## config.mk

```make
export PLATFORM = sky130hd
export DESIGN_NAME = home_dir_ctrl
export DESIGN_NICKNAME = d
export VERILOG_FILES = /design/src/rtl/home_dir_pkg.sv /design/src/rtl/home_rr_arb.sv /design/src/rtl/home_dir_elig.sv /design/src/rtl/home_dir_store.sv /design/src/rtl/home_dir_ctrl.sv
export SDC_FILE = /design/constraint.sdc
export NUM_CORES = 1
export LEC_CHECK = 0
export BUFFER_PORTS_ARGS = -buffer_cell sky130_fd_sc_hd__buf_2
export CAP_MARGIN = 5
export CORE_UTILIZATION = 50
export DETAILED_ROUTE_END_ITERATION = 10
export PLACE_DENSITY = 0.84
export SLEW_MARGIN = 20
export SYNTH_ARGS = -nofsm -noshare
export SYNTH_HDL_FRONTEND = slang
export SYNTH_SLANG_ARGS = --single-unit
```

## constraint.sdc

```tcl
create_clock -name clk -period 3.5 [get_ports clk]
set_input_delay 0.875 -clock clk [delete_from_list [all_inputs] [get_ports clk]]
set_output_delay 0.875 -clock clk [all_outputs]
set_load 0.01 [all_outputs]
```

## src/rtl/home_dir_pkg.sv

```systemverilog
package home_dir_pkg;

    typedef enum logic [1:0] {
        ST_IDLE    = 2'd0,
        ST_SHR_REQ = 2'd1,
        ST_EXC_REQ = 2'd2
    } home_state_e;

    typedef enum logic [1:0] {
        SND_NONE = 2'd0,
        SND_INV  = 2'd1,
        SND_GNTS = 2'd2,
        SND_GNTE = 2'd3
    } snd_cmd_e;

    typedef enum logic [2:0] {
        ACT_NONE    = 3'd0,
        ACT_ACCEPT  = 3'd1,
        ACT_INV     = 3'd2,
        ACT_ACK     = 3'd3,
        ACT_GRANT_S = 3'd4,
        ACT_GRANT_E = 3'd5
    } home_act_e;

endpackage

```

## src/rtl/home_rr_arb.sv

```systemverilog
module home_rr_arb #(
    parameter int N  = 4,
    localparam int IW = (N > 1) ? $clog2(N) : 1
) (
    input  logic          clk,
    input  logic          rst_n,
    input  logic [N-1:0]  req,
    input  logic          take,
    output logic [N-1:0]  gnt,
    output logic [IW-1:0] gnt_idx,
    output logic          any
);

    logic [IW-1:0] ptr_q;
    logic [IW:0]   cand;

    always_comb begin
        gnt_idx = '0;
        any     = 1'b0;
        cand    = '0;
        for (int k = N - 1; k >= 0; k--) begin
            cand = {1'b0, ptr_q} + (IW+1)'(k);
            if (cand >= (IW+1)'(N)) begin
                cand = cand - (IW+1)'(N);
            end
            if (req[cand[IW-1:0]]) begin
                gnt_idx = cand[IW-1:0];
                any     = 1'b1;
            end
        end
    end

    always_comb begin
        gnt = '0;
        if (any) begin
            gnt[gnt_idx] = 1'b1;
        end
    end

    always_ff @(posedge clk) begin
        if (!rst_n) begin
            ptr_q <= '0;
        end else if (take && any) begin
            if (gnt_idx == IW'(N - 1)) begin
                ptr_q <= '0;
            end else begin
                ptr_q <= gnt_idx + 1'b1;
            end
        end
    end

    AST_ARB_ONEHOT: assert property (@(posedge clk) disable iff (!rst_n)
        $onehot0(gnt));
    AST_ARB_ONLY_REQ: assert property (@(posedge clk) disable iff (!rst_n)
        (gnt & ~req) == '0);

endmodule

```

## src/rtl/home_dir_elig.sv

```systemverilog
module home_dir_elig
    import home_dir_pkg::*;
#(
    parameter int N  = 4,
    localparam int IW = (N > 1) ? $clog2(N) : 1
) (
    input  home_state_e   state,
    input  logic          excl_set,
    input  logic [N-1:0]  holders,
    input  logic [N-1:0]  inv_pend,
    input  logic [IW-1:0] cur_node,
    input  logic [N-1:0]  req_valid,
    input  logic [N-1:0]  snd_ready,
    input  logic [N-1:0]  ack_valid,
    output logic [N-1:0]  accept_elig,
    output logic [N-1:0]  inv_elig,
    output logic [N-1:0]  ack_elig,
    output logic          gnt_s_ok,
    output logic          gnt_e_ok
);

    logic busy;
    logic inv_mode;

    always_comb begin
        busy     = (state != ST_IDLE);
        inv_mode = (state == ST_EXC_REQ) || ((state == ST_SHR_REQ) && excl_set);

        accept_elig = busy ? '0 : req_valid;
        ack_elig    = busy ? ack_valid : '0;
        inv_elig    = inv_mode ? (inv_pend & snd_ready) : '0;

        gnt_s_ok = (state == ST_SHR_REQ) && !excl_set && snd_ready[cur_node];
        gnt_e_ok = (state == ST_EXC_REQ) && !excl_set && (holders == '0)
                   && snd_ready[cur_node];
    end

endmodule

```

## src/rtl/home_dir_store.sv

```systemverilog
module home_dir_store
    import home_dir_pkg::*;
#(
    parameter int          N        = 4,
    parameter int          DW       = 8,
    parameter logic [DW-1:0] MEM_INIT = '0,
    localparam int IW = (N > 1) ? $clog2(N) : 1
) (
    input  logic          clk,
    input  logic          rst_n,
    input  home_act_e     act,
    input  logic [IW-1:0] cur_node,
    input  logic [IW-1:0] inv_idx,
    input  logic [IW-1:0] ack_idx,
    input  logic [DW-1:0] ack_word,
    output logic [N-1:0]  holders,
    output logic [N-1:0]  inv_pend,
    output logic          excl_set,
    output logic [DW-1:0] mem_val
);

    always_ff @(posedge clk) begin
        if (!rst_n) begin
            holders  <= '0;
            inv_pend <= '0;
            excl_set <= 1'b0;
            mem_val  <= MEM_INIT;
        end else begin
            unique case (act)
                ACT_ACCEPT: begin
                    inv_pend <= holders;
                end
                ACT_INV: begin
                    inv_pend[inv_idx] <= 1'b0;
                end
                ACT_ACK: begin
                    holders[ack_idx] <= 1'b0;
                    if (excl_set) begin
                        excl_set <= 1'b0;
                        mem_val  <= ack_word;
                    end
                end
                ACT_GRANT_S: begin
                    holders[cur_node] <= 1'b1;
                end
                ACT_GRANT_E: begin
                    holders[cur_node] <= 1'b1;
                    excl_set          <= 1'b1;
                end
                default: begin
                end
            endcase
        end
    end

    AST_ACK_WRITES_MEM: assert property (@(posedge clk) disable iff (!rst_n)
        (act == ACT_ACK && excl_set) |=> (mem_val == $past(ack_word) && !excl_set));
    AST_ACK_KEEPS_MEM: assert property (@(posedge clk) disable iff (!rst_n)
        (act == ACT_ACK && !excl_set) |=> $stable(mem_val));

endmodule

```

## src/rtl/home_dir_ctrl.sv

```systemverilog
module home_dir_ctrl
    import home_dir_pkg::*;
#(
    parameter int            N        = 4,
    parameter int            DW       = 8,
    parameter logic [DW-1:0] MEM_INIT = 8'h5A,
    localparam int IW = (N > 1) ? $clog2(N) : 1
) (
    input  logic            clk,
    input  logic            rst_n,
    input  logic [N-1:0]    req_valid,
    input  logic [N-1:0]    req_excl,
    output logic [N-1:0]    req_pop,
    input  logic [N-1:0]    snd_ready,
    output logic [N-1:0]    snd_valid,
    output logic [1:0]      snd_cmd,
    output logic [DW-1:0]   snd_data,
    input  logic [N-1:0]    ack_valid,
    input  logic [N*DW-1:0] ack_data,
    output logic [N-1:0]    ack_pop
);

    home_state_e   state_q, state_d;
    logic [IW-1:0] cur_q;
    home_act_e     act;

    logic [N-1:0]  holders, inv_pend;
    logic          excl_set;
    logic [DW-1:0] mem_val;

    logic [N-1:0]  accept_elig, inv_elig, ack_elig;
    logic          gnt_s_ok, gnt_e_ok;

    logic [N-1:0]  acc_gnt, inv_gnt, ack_gnt;
    logic [IW-1:0] acc_idx, inv_idx, ack_idx;
    logic          acc_any, inv_any, ack_any;
    logic [DW-1:0] ack_word;

    home_dir_elig #(.N(N)) u_elig (
        .state       (state_q),
        .excl_set    (excl_set),
        .holders     (holders),
        .inv_pend    (inv_pend),
        .cur_node    (cur_q),
        .req_valid   (req_valid),
        .snd_ready   (snd_ready),
        .ack_valid   (ack_valid),
        .accept_elig (accept_elig),
        .inv_elig    (inv_elig),
        .ack_elig    (ack_elig),
        .gnt_s_ok    (gnt_s_ok),
        .gnt_e_ok    (gnt_e_ok)
    );

    home_rr_arb #(.N(N)) u_acc_arb (
        .clk     (clk),
        .rst_n   (rst_n),
        .req     (accept_elig),
        .take    (act == ACT_ACCEPT),
        .gnt     (acc_gnt),
        .gnt_idx (acc_idx),
        .any     (acc_any)
    );

    home_rr_arb #(.N(N)) u_inv_arb (
        .clk     (clk),
        .rst_n   (rst_n),
        .req     (inv_elig),
        .take    (act == ACT_INV),
        .gnt     (inv_gnt),
        .gnt_idx (inv_idx),
        .any     (inv_any)
    );

    home_rr_arb #(.N(N)) u_ack_arb (
        .clk     (clk),
        .rst_n   (rst_n),
        .req     (ack_elig),
        .take    (act == ACT_ACK),
        .gnt     (ack_gnt),
        .gnt_idx (ack_idx),
        .any     (ack_any)
    );

    always_comb begin
        ack_word = ack_data[ack_idx*DW +: DW];
    end

    home_dir_store #(.N(N), .DW(DW), .MEM_INIT(MEM_INIT)) u_store (
        .clk      (clk),
        .rst_n    (rst_n),
        .act      (act),
        .cur_node (cur_q),
        .inv_idx  (inv_idx),
        .ack_idx  (ack_idx),
        .ack_word (ack_word),
        .holders  (holders),
        .inv_pend (inv_pend),
        .excl_set (excl_set),
        .mem_val  (mem_val)
    );

    // Action choice and next state: acknowledgement, then invalidation,
    // then grant; acceptance only while idle.
    always_comb begin
        act     = ACT_NONE;
        state_d = state_q;
        unique case (state_q)
            ST_IDLE: begin
                if (acc_any) begin
                    act     = ACT_ACCEPT;
                    state_d = req_excl[acc_idx] ? ST_EXC_REQ : ST_SHR_REQ;
                end
            end
            ST_SHR_REQ: begin
                if (ack_any) begin
                    act = ACT_ACK;
                end else if (inv_any) begin
                    act = ACT_INV;
                end else if (gnt_s_ok) begin
                    act     = ACT_GRANT_S;
                    state_d = ST_IDLE;
                end
            end
            ST_EXC_REQ: begin
                if (ack_any) begin
                    act = ACT_ACK;
                end else if (inv_any) begin
                    act = ACT_INV;
                end else if (gnt_e_ok) begin
                    act     = ACT_GRANT_E;
                    state_d = ST_IDLE;
                end
            end
            default: begin
                state_d = ST_IDLE;
            end
        endcase
    end

    always_ff @(posedge clk) begin
        if (!rst_n) begin
            state_q <= ST_IDLE;
            cur_q   <= '0;
        end else begin
            state_q <= state_d;
            if (act == ACT_ACCEPT) begin
                cur_q <= acc_idx;
            end
        end
    end

    always_comb begin
        req_pop   = '0;
        ack_pop   = '0;
        snd_valid = '0;
        snd_cmd   = SND_NONE;
        snd_data  = '0;
        unique case (act)
            ACT_ACCEPT: req_pop = acc_gnt;
            ACT_ACK:    ack_pop = ack_gnt;
            ACT_INV: begin
                snd_valid = inv_gnt;
                snd_cmd   = SND_INV;
            end
            ACT_GRANT_S: begin
                snd_valid[cur_q] = 1'b1;
                snd_cmd          = SND_GNTS;
                snd_data         = mem_val;
            end
            ACT_GRANT_E: begin
                snd_valid[cur_q] = 1'b1;
                snd_cmd          = SND_GNTE;
                snd_data         = mem_val;
            end
            default: begin
            end
        endcase
    end

    AST_ONE_ACTION: assert property (@(posedge clk) disable iff (!rst_n)
        $countones({snd_valid, req_pop, ack_pop}) <= 1);
    AST_POP_ONLY_IDLE: assert property (@(posedge clk) disable iff (!rst_n)
        (req_pop != '0) |-> (state_q == ST_IDLE && (req_pop & ~req_valid) == '0));
    AST_SEND_NEEDS_READY: assert property (@(posedge clk) disable iff (!rst_n)
        (snd_valid & ~snd_ready) == '0);
    AST_ACK_ONLY_BUSY: assert property (@(posedge clk) disable iff (!rst_n)
        (ack_pop != '0) |-> (state_q != ST_IDLE));
    AST_GNTE_SETS_EXCL: assert property (@(posedge clk) disable iff (!rst_n)
        (snd_valid != '0 && snd_cmd == SND_GNTE) |=> (excl_set && state_q == ST_IDLE));
    AST_GNTE_NO_HOLDERS: assert property (@(posedge clk) disable iff (!rst_n)
        (snd_valid != '0 && snd_cmd == SND_GNTE) |-> (holders == '0 && !excl_set));
    AST_GNTS_NOT_EXCL: assert property (@(posedge clk) disable iff (!rst_n)
        (snd_valid != '0 && snd_cmd == SND_GNTS) |-> !excl_set);

endmodule

```

# Word level (Yosys, flattened, before mapping)
# Index checks and enable logic that the tools add are counted.
# totals
ff_bits,27
latch_bits,0
mem_bits_rw,0
mem_bits_ro,0
inputBits,50
out_inout_bits,22
word_cells,219
mem_count,0
# classes
add_sub_neg,24
n_mul,0
div_mod_pow,0
n_lt_le_gt_ge,32
eq_ne,17
shift,1
muxes,106
bitwise,6
reduce_logical,24
# op_table
op,n
two-way mux 2 bit,35
less-than comparator 2 x 3 -> 1 bit (second input constant),16
two-way mux 4 bit,8
indexed part select 32 x 6 -> 8 bit,1
two-way mux 1 bit,31
binary-select mux 1 bit (select 2 bit),14
greater-or-equal comparator 3 bit (second input constant),9
case mux 4 bit (2 select lines),3
subtractor 2 x 1 -> 2 bit (second input constant),12
adder 2 x 2 -> 3 bit (second input constant),6
two-way mux 3 bit,6
logical AND 1 bit,13
AND 4 bit,3
inequality test 2 bit (second input constant),6
case mux 2 bit (3 select lines),2
adder 2 x 1 -> 3 bit (second input constant),3
greater-or-equal comparator 2 x 3 -> 1 bit (second input constant),3
case mux 3 bit (3 select lines),1
demux 1 bit (select 2 bit),4
== test 2 bit (second input constant),4
greater-or-equal comparator 2 x 1 -> 1 bit (second input constant),4
two-way mux 8 bit,1
NOT 4 bit,2
nonzero test 2 bit,4
other kinds (15),19

# Longest topological paths before layout
# logic_depth
depth_word,17
depth_mapped,8
mapped_depth_nobuf,8

# By module
# A second synthesis with hierarchy kept.
# hier_totals
hier_cells,279
area_unflattened_um2,2543.7
# by_module_without_submodules
mod,n_inst,cells_per_inst,area_each_um2,seq_area_each_um2
home_dir_store,1,82,762.0,340.3
home_dir_ctrl,1,71,744.5,80.1
home_rr_arb (u_ack_arb ...),2,35,294.0,40.0
home_rr_arb (u_acc_arb),1,32,282.8,40.0
home_dir_elig,1,24,166.4,0.0

# Worst setup path before layout
# Ideal clock, no wire load.
# synth_path
kind,input port to output port
start,input port ack_valid[1]
end,output port snd_valid[2]
arrival_ns,2.371
t_required_ns,2.625
path_slack_ns,0.254
cell_stages,8
path_buffers,3
path_cell_list,or4_1 clkbuf_1 a21oi_1 and4b_1 buf_2 buf_2 nand3_1 nand2_1
# synth_via
elab_chain_cells,12
word_cells_on_any_way,21
classes_between,eq/ne (3); mux (17); reduce/logical (1)
# synth_rtl
element,line,source
"start, declared",home_dir_ctrl.sv:18,"input logic [N-1:0] ack_valid,"
two-way mux 4 bit (*),home_dir_elig.sv:30,ack_elig = busy ? ack_valid : '0;
binary-select mux 1 bit (select 2 bit),home_rr_arb.sv:26,if (req[cand[IW-1:0]]) begin
two-way mux 1 bit (implied by the code),home_rr_arb.sv:26,
two-way mux 1 bit (3 in a row),home_rr_arb.sv:26,
two-way mux 1 bit (*),home_rr_arb.sv:26,
"two-way mux 3 bit, on equally long branches","home_dir_ctrl.sv:126, home_dir_ctrl.sv:116",
case mux 3 bit (3 select lines) (*),home_dir_ctrl.sv:108,unique case (state_q)
== test 3 bit,home_dir_ctrl.sv:159,unique case (act)
OR reduction 2 bit (no line),--,
case mux 4 bit (2 select lines) (*),home_dir_ctrl.sv:159,
"end, declared",home_dir_ctrl.sv:15,"output logic [N-1:0] snd_valid,"
# Mark *: on every way between the ends. The rest lies on a longest branch, timed or not. The select of a mux whose other input is x is not followed.

# Worst setup path after layout
# layout_path
start,input port req_valid[0]
end,output port req_pop[1]
# layout_via
elab_chain_cells,13
word_cells_on_any_way,27
classes_between,order compare (2); eq/ne (1); mux (23); reduce/logical (1)
# layout_rtl
element,line,source
"start, declared",home_dir_ctrl.sv:11,"input logic [N-1:0] req_valid,"
two-way mux 4 bit (*),home_dir_elig.sv:29,accept_elig = busy ? '0 : req_valid;
binary-select mux 1 bit (select 2 bit),home_rr_arb.sv:26,
two-way mux 1 bit (implied by the code),home_rr_arb.sv:26,
two-way mux 2 bit (3 in a row),home_rr_arb.sv:26,
two-way mux 2 bit (*),home_rr_arb.sv:26,
net acc_idx[0],home_dir_ctrl.sv:35,"logic [IW-1:0] acc_idx, inv_idx, ack_idx;"
less-than comparator 2 x 3 -> 1 bit (implied by the code) or greater-or-equal comparator 2 x 1 -> 1 bit (tied branches),home_rr_arb.sv:36,gnt[gnt_idx] = 1'b1;
logical AND 1 bit (implied by the code),home_rr_arb.sv:36,
two-way mux 1 bit (implied by the code),home_rr_arb.sv:36,
demux 1 bit (select 2 bit) (*),--,
two-way mux 4 bit (*),home_rr_arb.sv:35,if (any) begin
two-way mux 4 bit (*),home_dir_ctrl.sv:159,
"end, declared",home_dir_ctrl.sv:13,"output logic [N-1:0] req_pop,"
# Mark *: on every way through the listed nets, which the timed path passes. The rest lies on a longest branch. The select of a mux whose other input is x is not followed.

==> metrics.cfg <==
[floorplan]
dieArea_um2=4418
dieWidth_um=66.47
row_count=23
die_h_um=66.47
start_util_pct=51.95
io_pins=72
fp.coreArea_um2=4000

[critical_path]
end_kind=output pin
worstSetupPathType=in2out
path_max_fanout=5
startpoint_type=input pin
critical_path_arrival_ps=2580
critical_path_required_ps=2620

[power_and_ir_drop]
pwr-share-clk_pct=11.5
swShare_pct=44.84
power.sequential.fraction_pct=28.2
ir_drop_v=0.0003062
p_int_mw=0.8485
switchingPower_mw=0.6896
p_per_area_nw_per_um2=598.2
p_leak_nw=1.142
pwr-share-comb_pct=60.3

[route]
dr_wl_met2_mm=2.719
dr.max_layer_used=met4
drtIter0Drc=157
drt-met1-wl_mm=2.385
post_drt_wl_per_cell_um=14.48
ant_nets=0
wl_mm=5.416
wl_met3_um=235
dr.pass1.iters=7
via_per_inst=5.816
drc_errors=1
vias=2175

[hold_path]
worstHoldPathType=reg2reg

[yosys]
synth_largest_area_cell=dfxtp_1
ys_types=57
synthTopCellsByArea=dfxtp_1 26%, ha_1 7.2%, mux2i_1 6.3%
syn_inst=249
synth_commonest_cells=27 x dfxtp_1, 20 x a21oi_1, 19 x and2_1, 16 x nand2_1, 15 x nor2_1
yosysSeqAreaShare_pct=26.01
synth_ff_type=dfxtp_1
yosysTopAreaCellShare_pct=26.01
synth-edff-count=0
ys_warn_count=0
syn_avg_cell_area_um2=8.346
syn-num-nets=311
synth.most_common_cell=dfxtp_1
synthArstFlopShare_pct=0
ys_ff_latch=27
synth_area_um2=2078

[grt]
grt.total_usage_pct=25.83
antenna_found_initial=0
overflow=0
grt_max_degree=18
grt_pass1_wl_mm=8.880
grt_pass1_vias=1961

[sta]
finalHoldViolCount=0
fin_skew_ps=2.792
finalSetupViolCount=0
slew_violations=0
min_period_over_period_pct=98.63
relSlewSlack_pct=41.55
setup_tns_ps=0
timing.hold.ws_ps=482.7
max_freq_ghz=0.2897
tightest_slew_ps=876.7
fin_crit_ps=3452

[clock_tree]
cts_tree=built
clkSlewWorstSetupHoldPaths_ps=90
clockBufferDepth=2
cts_root_buf=clkbuf_8
numCtsBuffers=3
cts.sinks=27
htreeDepth=1
worstSkewPairLatency_ps=270

[layout]
layout-drive-gt1-share_pct=32.72
antennaDiodeCount=0
syn2layout_area_growth_pct=23.72
fin_nets=387
instances_no_fill=374
fin_area_um2=2571

[run]
cap_viol_max_count=0

[placed_design]
place_inst=368
placed_cell_area_um2=2504
port_buffers=71
hpwlAfterDp_mm=4.197
place.gp.congestion=0.8019

[run_status]
violations=DRC
status=finished, violations left

[logic make-up after synthesis]
logic type,count (synthesis),synth area share [%]
AOI/OAI and AO/OA,83,28.24
adders and majority gates,12,7.224
buffers and inverters,20,4.154
DFF,27,26.01
muxes,16,9.693
and+or+nand+nor,91,24.68
[power by group through the flow]
stage               Combinational (mW)  Sequential, mW  Clock, mW
floorplan                        0.661           0.418          0
global placement                 0.877           0.436          0
detailed placement               0.899           0.440          0
CTS                              0.906           0.433      0.180
global route                      1.04           0.444      0.191
finish                           0.928           0.434      0.176
[cells in the final DEF (no fill, tap or decap), types with 9 or more instances in the layout]
master    netlist  routed
and2_1         19      19
nor2_1         15      15
mux2i_1        13      13
a21oi_1        20      20
buf_2           4      71
a211oi_1       13      13
dfxtp_1        27      27
buf_4           0       9
ha_1           12      10
nand2_1        16      16
[what timing repair did]
item | 4_1_cts | 5_1_grt
hold buffers | 0 | 0
buffers inserted | 0 | 2
pin swaps | 1 | 1
setup endpoints to repair | 1 | 10
cloned | 0 | 0
endpoints found under the hold margin | 0 | 0
gates resized for setup | 0 | 4
[cell type report]
cell class / instances / area [um2]
Inverter: 11 / 41.29
Tap cell: 50 / 62.56
Fill cell: 352 / 1429
Clock inverter: 1 / 5.005
Multi-Input combinational cell: 202 / 1458
Clock buffer: 3 / 41.29
Sequential cell: 27 / 540.5
Timing Repair Buffer: 80 / 422.9
[metrics by stage]
stage / power (mW) / setup slack [ps] / utilization, %
floorplan: 1.079 / 253.8 / -
finish: 1.538 / 48.12 / 64.28
global placement: 1.313 / 80.74 / 62.59
CTS: 1.519 / 32.61 / 63.75
detailed placement: 1.338 / -8.803 / 62.59
global route: 1.672 / -13.35 / 64.28
[layer usage]
metal	GRT usage (%)	up-vias
met5	0	-
met4	6.649	0
met3	3.082	6
met2	44.77	66
met1	33.68	1011
li1	-	1092
[worst max-delay path, stage by stage]
cell and delay, ps:
buf_2 120, nor2b_1 140, mux4_2 510, nor4b_4 400, buf_4 180, ha_1 130, and2_1 110, buf_2 130
[path summary, 6_finish.rpt]
kind | endpoint | cells past startpoint | from | slack [ps]
min | u_store.mem_val[1] | 2 | u_store.mem_val[1] | 480
max | req_pop[1] | 8 | req_valid[0] | 50
max reg2reg | state_q[1] | 5 | u_acc_arb.ptr_q[0] | 1020
min reg2reg | u_store.mem_val[1] | 2 | u_store.mem_val[1] | 480
[flip-flops by register name, summed over array words and instances, names as in the netlist]
| name | count |
|---|---|
| u_inv_arb.ptr_q | 2 |
| u_acc_arb.ptr_q | 2 |
| u_store.mem_val | 8 |
| state_q | 2 |
| u_ack_arb.ptr_q | 2 |
| u_store.holders | 4 |
| cur_q | 2 |
| u_store.inv_pend | 4 |
| u_store.excl_set | 1 |
Note: power is estimated with default switching activity, not from simulation.
